--- config.mk ---
export PLATFORM = sky130hd
export DESIGN_NAME = irq_accept
export DESIGN_NICKNAME = d
export VERILOG_FILES = /design/src/rtl/irq_accept_pkg.sv /design/src/rtl/irq_prio_enc.sv /design/src/rtl/irq_pend_latch.sv /design/src/rtl/irq_accept.sv
export SDC_FILE = /design/constraint.sdc
export NUM_CORES = 2
export LEC_CHECK = 0
export BUFFER_PORTS_ARGS = -buffer_cell sky130_fd_sc_hd__buf_2
export CORE_MARGIN = 1
export CORE_UTILIZATION = 30
export DETAILED_ROUTE_END_ITERATION = 10
export PLACE_DENSITY_LB_ADDON = 0.1
export SETUP_SLACK_MARGIN = 0.3
export SKIP_LAST_GASP = 1
export SYNTH_ARGS = -nofsm -noshare
export SYNTH_HDL_FRONTEND = slang
export SYNTH_SLANG_ARGS = --single-unit
--- constraint.sdc ---
create_clock -name clk -period 8.6 [get_ports clk]
set_input_delay 2.15 -clock clk [delete_from_list [all_inputs] [get_ports clk]]
set_output_delay 2.15 -clock clk [all_outputs]
set_load 0.05 [all_outputs]
--- src/rtl/irq_accept_pkg.sv ---
package irq_accept_pkg;

  typedef enum logic [2:0] {
    DM_FIXED  = 3'd0,
    DM_LOWEST = 3'd1,
    DM_SMI    = 3'd2,
    DM_RSVD   = 3'd3,
    DM_NMI    = 3'd4,
    DM_INIT   = 3'd5,
    DM_START  = 3'd6,
    DM_EXT    = 3'd7
  } dmode_e;

  typedef enum logic [2:0] {
    SRC_NONE  = 3'd0,
    SRC_SMI   = 3'd1,
    SRC_NMI   = 3'd2,
    SRC_INIT  = 3'd3,
    SRC_START = 3'd4,
    SRC_EXT   = 3'd5,
    SRC_REG   = 3'd6
  } src_e;

  // single-entry latches, listed in service order
  localparam int NLAT    = 5;
  localparam int NUNMASK = 4;

  function automatic logic [2:0] latch_mode(input int k);
    case (k)
      0:       return DM_SMI;
      1:       return DM_NMI;
      2:       return DM_INIT;
      3:       return DM_START;
      default: return DM_EXT;
    endcase
  endfunction

endpackage

--- src/rtl/irq_prio_enc.sv ---
module irq_prio_enc #(
  parameter int W  = 256,
  parameter int IW = 8
) (
  input  logic [W-1:0]  bits_in,
  output logic [IW-1:0] idx,
  output logic          any
);
  always_comb begin
    idx = '0;
    any = |bits_in;
    for (int i = 0; i < W; i++) begin
      if (bits_in[i]) idx = IW'(i);
    end
  end
endmodule

--- src/rtl/irq_pend_latch.sv ---
module irq_pend_latch #(
  parameter int VEC_W = 8
) (
  input  logic             clk,
  input  logic             rst_n,
  input  logic             set,
  input  logic             clr,
  input  logic [VEC_W-1:0] vec_in,
  output logic             pending,
  output logic [VEC_W-1:0] vec
);
  logic             pend_q, pend_d;
  logic [VEC_W-1:0] vec_q;
  logic             load;

  // retire first, then accept only into an empty slot
  always_comb begin
    load   = set && !(pend_q && !clr);
    pend_d = (pend_q && !clr) || load;
  end

  always_ff @(posedge clk or negedge rst_n) begin
    if (!rst_n) begin
      pend_q <= 1'b0;
      vec_q  <= '0;
    end else begin
      pend_q <= pend_d;
      if (load) vec_q <= vec_in;
    end
  end

  assign pending = pend_q;
  assign vec     = vec_q;
endmodule

--- src/rtl/irq_accept.sv ---
module irq_accept
  import irq_accept_pkg::*;
#(
  parameter int VEC_W = 8,
  parameter int CLS_W = 4,
  parameter int REG_W = 32
) (
  input  logic             clk,
  input  logic             rst_n,
  input  logic             req_valid,
  input  logic [2:0]       req_mode,
  input  logic [VEC_W-1:0] req_vector,
  input  logic             req_level,
  input  logic             int_enable,
  input  logic             tpr_wr,
  input  logic [REG_W-1:0] tpr_data,
  input  logic             ack,
  input  logic             eoi,
  output logic             int_pending,
  output logic [2:0]       int_kind,
  output logic [VEC_W-1:0] int_vector,
  output logic             int_level,
  output logic             isr_any,
  output logic [VEC_W-1:0] isr_top,
  output logic [VEC_W-1:0] tpr_value
);
  localparam int NVEC = 1 << VEC_W;

  logic [NVEC-1:0]  irr_q, irr_d, irr_after;
  logic [NVEC-1:0]  trig_q, trig_d;
  logic [NVEC-1:0]  isr_q, isr_d;
  logic [VEC_W-1:0] tpr_q;
  logic             irr_en, isr_en;

  logic [VEC_W-1:0] irr_top;
  logic             irr_any;
  logic             reg_ok;
  logic             req_reg, reg_ack;
  logic             unused_hi;

  logic             lat_pend [NLAT];
  logic [VEC_W-1:0] lat_vec  [NLAT];
  logic             lat_clr  [NLAT];

  src_e             sel_kind;
  logic [VEC_W-1:0] sel_vec;

  assign unused_hi = ^tpr_data[REG_W-1:VEC_W];

  irq_prio_enc #(.W(NVEC), .IW(VEC_W)) u_irr_enc (
    .bits_in(irr_q), .idx(irr_top), .any(irr_any)
  );
  irq_prio_enc #(.W(NVEC), .IW(VEC_W)) u_isr_enc (
    .bits_in(isr_q), .idx(isr_top), .any(isr_any)
  );

  for (genvar g = 0; g < NLAT; g++) begin : g_lat
    localparam logic [2:0] MC = latch_mode(g);
    irq_pend_latch #(.VEC_W(VEC_W)) u_lat (
      .clk    (clk),
      .rst_n  (rst_n),
      .set    (req_valid && (req_mode == MC)),
      .clr    (lat_clr[g]),
      .vec_in (req_vector),
      .pending(lat_pend[g]),
      .vec    (lat_vec[g])
    );
  end

  // regular vector eligibility
  always_comb begin
    reg_ok = irr_any
          && (!isr_any || (irr_top > isr_top))
          && (irr_top[VEC_W-1 -: CLS_W] > tpr_q[VEC_W-1 -: CLS_W]);
  end

  // fixed-order arbitration; lower latch index wins
  always_comb begin
    sel_kind = SRC_NONE;
    sel_vec  = '0;
    if (reg_ok && int_enable) begin
      sel_kind = SRC_REG;
      sel_vec  = irr_top;
    end
    for (int i = NLAT - 1; i >= 0; i--) begin
      if (lat_pend[i] && ((i < NUNMASK) || int_enable)) begin
        sel_kind = src_e'(3'(i + 1));
        sel_vec  = lat_vec[i];
      end
    end
    for (int i = 0; i < NLAT; i++) begin
      lat_clr[i] = ack && (sel_kind == src_e'(3'(i + 1)));
    end
  end

  // bitmap next state: retire first, then new request
  always_comb begin
    reg_ack   = ack && (sel_kind == SRC_REG);
    req_reg   = req_valid && ((req_mode == DM_FIXED) || (req_mode == DM_LOWEST));
    irr_after = irr_q & ~(reg_ack ? (NVEC'(1) << irr_top) : '0);
    irr_d     = irr_after | (req_reg ? (NVEC'(1) << req_vector) : '0);
    trig_d    = trig_q;
    if (req_reg && !irr_after[req_vector]) trig_d[req_vector] = req_level;
    isr_d     = (isr_q & ~((eoi && isr_any) ? (NVEC'(1) << isr_top) : '0))
              | (reg_ack ? (NVEC'(1) << irr_top) : '0);
    irr_en    = reg_ack || req_reg;
    isr_en    = reg_ack || eoi;
  end

  always_ff @(posedge clk or negedge rst_n) begin
    if (!rst_n) begin
      irr_q  <= '0;
      trig_q <= '0;
      isr_q  <= '0;
      tpr_q  <= '0;
    end else begin
      if (irr_en) begin
        irr_q  <= irr_d;
        trig_q <= trig_d;
      end
      if (isr_en) isr_q <= isr_d;
      if (tpr_wr) tpr_q <= tpr_data[VEC_W-1:0];
    end
  end

  assign int_pending = (sel_kind != SRC_NONE);
  assign int_kind    = sel_kind;
  assign int_vector  = sel_vec;
  assign int_level   = trig_q[irr_top];
  assign tpr_value   = tpr_q;
endmodule

==> impl_metrics.csv <==
group,metric,value,unit
synth,synth_common_cells,"o21ai_0 (881), dfrtp_1 (821), nand2_1 (698), nor2_1 (394), mux2_2 (280)",
worst_hold_path,hold_end,"g_lat[0].u_lat.vec[7]$_DFFE_PN0P_",
pwr,irDropWorstVdd,0.729,mV
sta,post-route-period-util,95.3,%
sta,max_freq,122,MHz
status,outcome,"finished, violations left",
floorplan,initial_core_util,30.2,%
grt,grt_pass1_vias,47100,
place,io_buffers,56,
sta,worst_clock_skew,27.0,ps
pwr,switching_share,53.0,%
critical_path,start_kind,"flop",
sta,final_max_slew_viol_count,0,
routing,route.detailed.drc,2,
critical_path,crit_fanout,4,
finish,final_nets,5678,
synth,synth_area,0.0464,sq mm
grt,grt_pass1_wl,396000,um
synth,synth_flop_cell,"dfrtp_1",
pwr,seq_power_share,21.3,%
grt,grt_max_degree,164,
clock_tree,clk_pin_slew,60,ps
critical_path,reg2reg_depth,34,
synth,synth_most_common_cell,"o21ai_0",
sta,finalWorstSetupSlack,402,ps
synth,synth_area_leaders,"dfrtp_1 (44%), o21ai_0 (9.5%), mux2_2 (6.8%), nand2_1 (5.6%), nor2_1 (3.2%)",
critical_path,r2r_slack,520,ps
clock_tree,h-tree-depth,3,
pwr,pwr-share-comb,54.9,%
clock_tree,cts_buffers,102,
pwr,switching_power,10500,uW
grt,grt.overflow.total,0,
synth,async_reset_ff_share,100,%
clock_tree,cts.sinks,821,
clock_tree,root_buffer,"clkbuf_16",
synth,synth_top_area_share,44.2,%
floorplan,rows,144,
sta,setup_viol,0,
routing,routedWlPerCell,37.2,um
floorplan,die_x,395,um
clock_tree,cts_tree,"yes",
routing,drt_iter0_markers,6224,
job,cap_violations,1,
synth,ys_seq_elements,821,
pwr,power_density,357,mW/mm^2
critical_path,required,6450,ps
routing,drt_wl_total,289000,um
sta,finalCriticalPeriod,8200,ps
synth,yosysSeqAreaShare,44.2,%
sta,worstMarginPinSlew,1490,ps
place,post-place-ws,-31.6,ps
routing,dr.pass1.iters,9,
pwr,p_leak,0.0239,uW
worst_hold_path,hp-start,"g_lat[0].u_lat.vec[7]$_DFFE_PN0P_",
synth,syn_nets,5428,
synth,synth.avg_cell_area,8.66,sq um
floorplan,core-area,0.154,sq mm
sta,hold_viol_final,0,
pwr,pwr-share-clk,23.8,%
place,dpl.hpwl,209000,um
place,place.gp.congestion,1.06,
routing,final_antenna_net_count,0,
routing,via_per_inst,6.37,
clock_tree,clk_latency,760,ps
floorplan,die_area,0.156,sq mm
synth,yosysWarningCount,0,
routing,vias,49400,
critical_path,worstSetupEndpointType,"output pin",
floorplan,io_pins,81,
pwr,power.total,19800,uW
grt,antenna_found_initial,28,
pwr,internal_power,9330,uW
synth,syn_inst,5365,
finish,final_core_util,36.1,%
grt,grtUsageTotal,36.1,%
finish,fillers,16200,
critical_path,r2r_start,"isr_q[16]$_DFFE_PN0P_",
critical_path,crit_type,"reg -> out",
critical_path,reg2reg_to,"trig_q[3]$_DFFE_PN0P_",
critical_path,crit_arrival,6050,ps
synth,synth_top_cell_by_area,"dfrtp_1",
worst_hold_path,hp-class,"reg -> reg",
sta,rsz0062_at_grt,"true",
status,violations,"design-rule violations, max-capacitance violations",
clock_tree,cts.path.max_buffers,3,
finish,drive_gt1_share,18.4,%
floorplan,die_h,395,um
worst_hold_path,holdPathStages,2,
synth,synth-edff-count,0,
finish,area_growth,19.7,%
sta,maxSlewHeadroom,0.466,%
synth,ys_types,89,
## critical path, stage by stage (launching register included)
cell and delay, ps:
dfrtp_1 370, or4_1 530, a211oi_2 250, o211ai_1 120
a31oi_1 250, o211ai_1 150, a31oi_1 250, o21bai_1 110
a21boi_1 130, buf_4 160, o211ai_1 120, a211o_1 350
and4_4 200, a21oi_4 150, inv_2 80, ha_4 220
o21ai_2 120, a21oi_2 60, o21ai_4 320, nand2_2 130
and3_4 220, and2_4 200, buf_6 120, nand2_1 70
a221oi_2 60, a221o_2 380, buf_8 160
## metrics by stage
| step | instances | TNS [ps] | hold slack (ps) | cell area [sq um] |
|---|---|---|---|---|
| 3_5_place_dp | 7552 | -193 | 473 | 51600 |
| 5_1_grt | 7748 | 0 | 512 | 55600 |
| 3_3_place_gp | 7552 | -4470 | 467 | 51600 |
| 6_report | 7757 | 0 | 485 | 55600 |
| 4_1_cts | 7746 | 0 | 487 | 55400 |
| 2_1_floorplan | 5365 | 0 | 450 | 46500 |
## per-layer routing
layer | wire (um) | vias up | global-route usage, %
met1 | 119000 | 25200 | 47.7
met5 | 168 | - | 0
met2 | 121000 | 2769 | 52.7
met4 | 24000 | 26 | 24.2
li1 | - | 20600 | -
met3 | 24900 | 850 | 7.77
## cell type report
cell class / instances / area, sq um / share of cell area, %
multi-input combinational: 4096 / 24600 / 44.3
tap: 2044 / 2560 / 4.60
inverter: 133 / 502 / 0.903
clock buffer: 147 / 2980 / 5.36
sequential: 821 / 20500 / 37.0
timing repair buffer: 461 / 3710 / 6.67
antenna: 10 / 25.0 / 0.0450
clock inverter: 45 / 643 / 1.16
## kinds of logic after synthesis
| logic type | share of synthesized area, % |
|---|---|
| AND/OR/NAND/NOR | 20.9 |
| flip-flops | 44.2 |
| buffers and inverters | 3.71 |
| multiplexers | 7.97 |
| XOR/XNOR | 0.0189 |
| adder cells (fa/ha/maj) | 0.323 |
| AO/OA/AOI/OAI | 22.9 |
## layout by cell type (no fill, tap or decap), drive strengths merged, types with 22 or more instances in the layout
| master | n |
|---|---|
| a211oi | 43 |
| o21bai | 27 |
| o22ai | 23 |
| nand2 | 698 |
| nor4 | 194 |
| clkinv | 22 |
| nand2b | 41 |
| dfrtp | 821 |
| o211ai | 70 |
| nor2b | 32 |
| nand4 | 68 |
| and3 | 28 |
| or4 | 62 |
| o2111ai | 22 |
| mux2 | 287 |
| inv | 138 |
| nand3 | 242 |
| a31oi | 56 |
| o21ai | 884 |
| buf | 461 |
| or3 | 26 |
| nor3 | 174 |
| nor2 | 397 |
| o31ai | 94 |
| clkbuf | 147 |
| a221oi | 43 |
| a21oi | 187 |
| mux2i | 47 |
## power groups by stage
stage / Clock [uW] / Sequential (uW) / Combinational [uW]
global placement: 0 / 4290 / 10200
finish: 4710 / 4230 / 10900
global route: 4920 / 4250 / 10900
floorplan: 0 / 4230 / 4390
detailed placement: 0 / 4290 / 10200
CTS: 4790 / 4220 / 10500
## registers in the layout (all words and copies together) (netlist names)
register             cells
g_lat.u_lat.vec         40
g_lat.u_lat.pending      5
tpr_value                8
trig_q                 256
isr_q                  256
irr_q                  256
## worst max path at each step
stage,from,to,slack [ps],depth (start not counted)
detailed placement,isr_q[22]$_DFFE_PN0P_,trig_q[3]$_DFFE_PN0P_,-30,35
floorplan,irr_q[156]$_DFFE_PN0P_,int_vector[6],350,28
finish,isr_q[16]$_DFFE_PN0P_,int_vector[3],400,26
global route,isr_q[16]$_DFFE_PN0P_,int_vector[7],240,26
global placement,isr_q[22]$_DFFE_PN0P_,trig_q[21]$_DFFE_PN0P_,-110,35
CTS,isr_q[21]$_DFFE_PN0P_,int_vector[0],300,27
## repair_timing
item / CTS / global route
pin swaps: 21 / 17
endpoints found under the setup margin: 77 / 72
resized for setup: 59 / 27
hold buffers: 0 / 0
buffers inserted: 2 / 1
No activity file was read; power rests on OpenSTA's default activity.
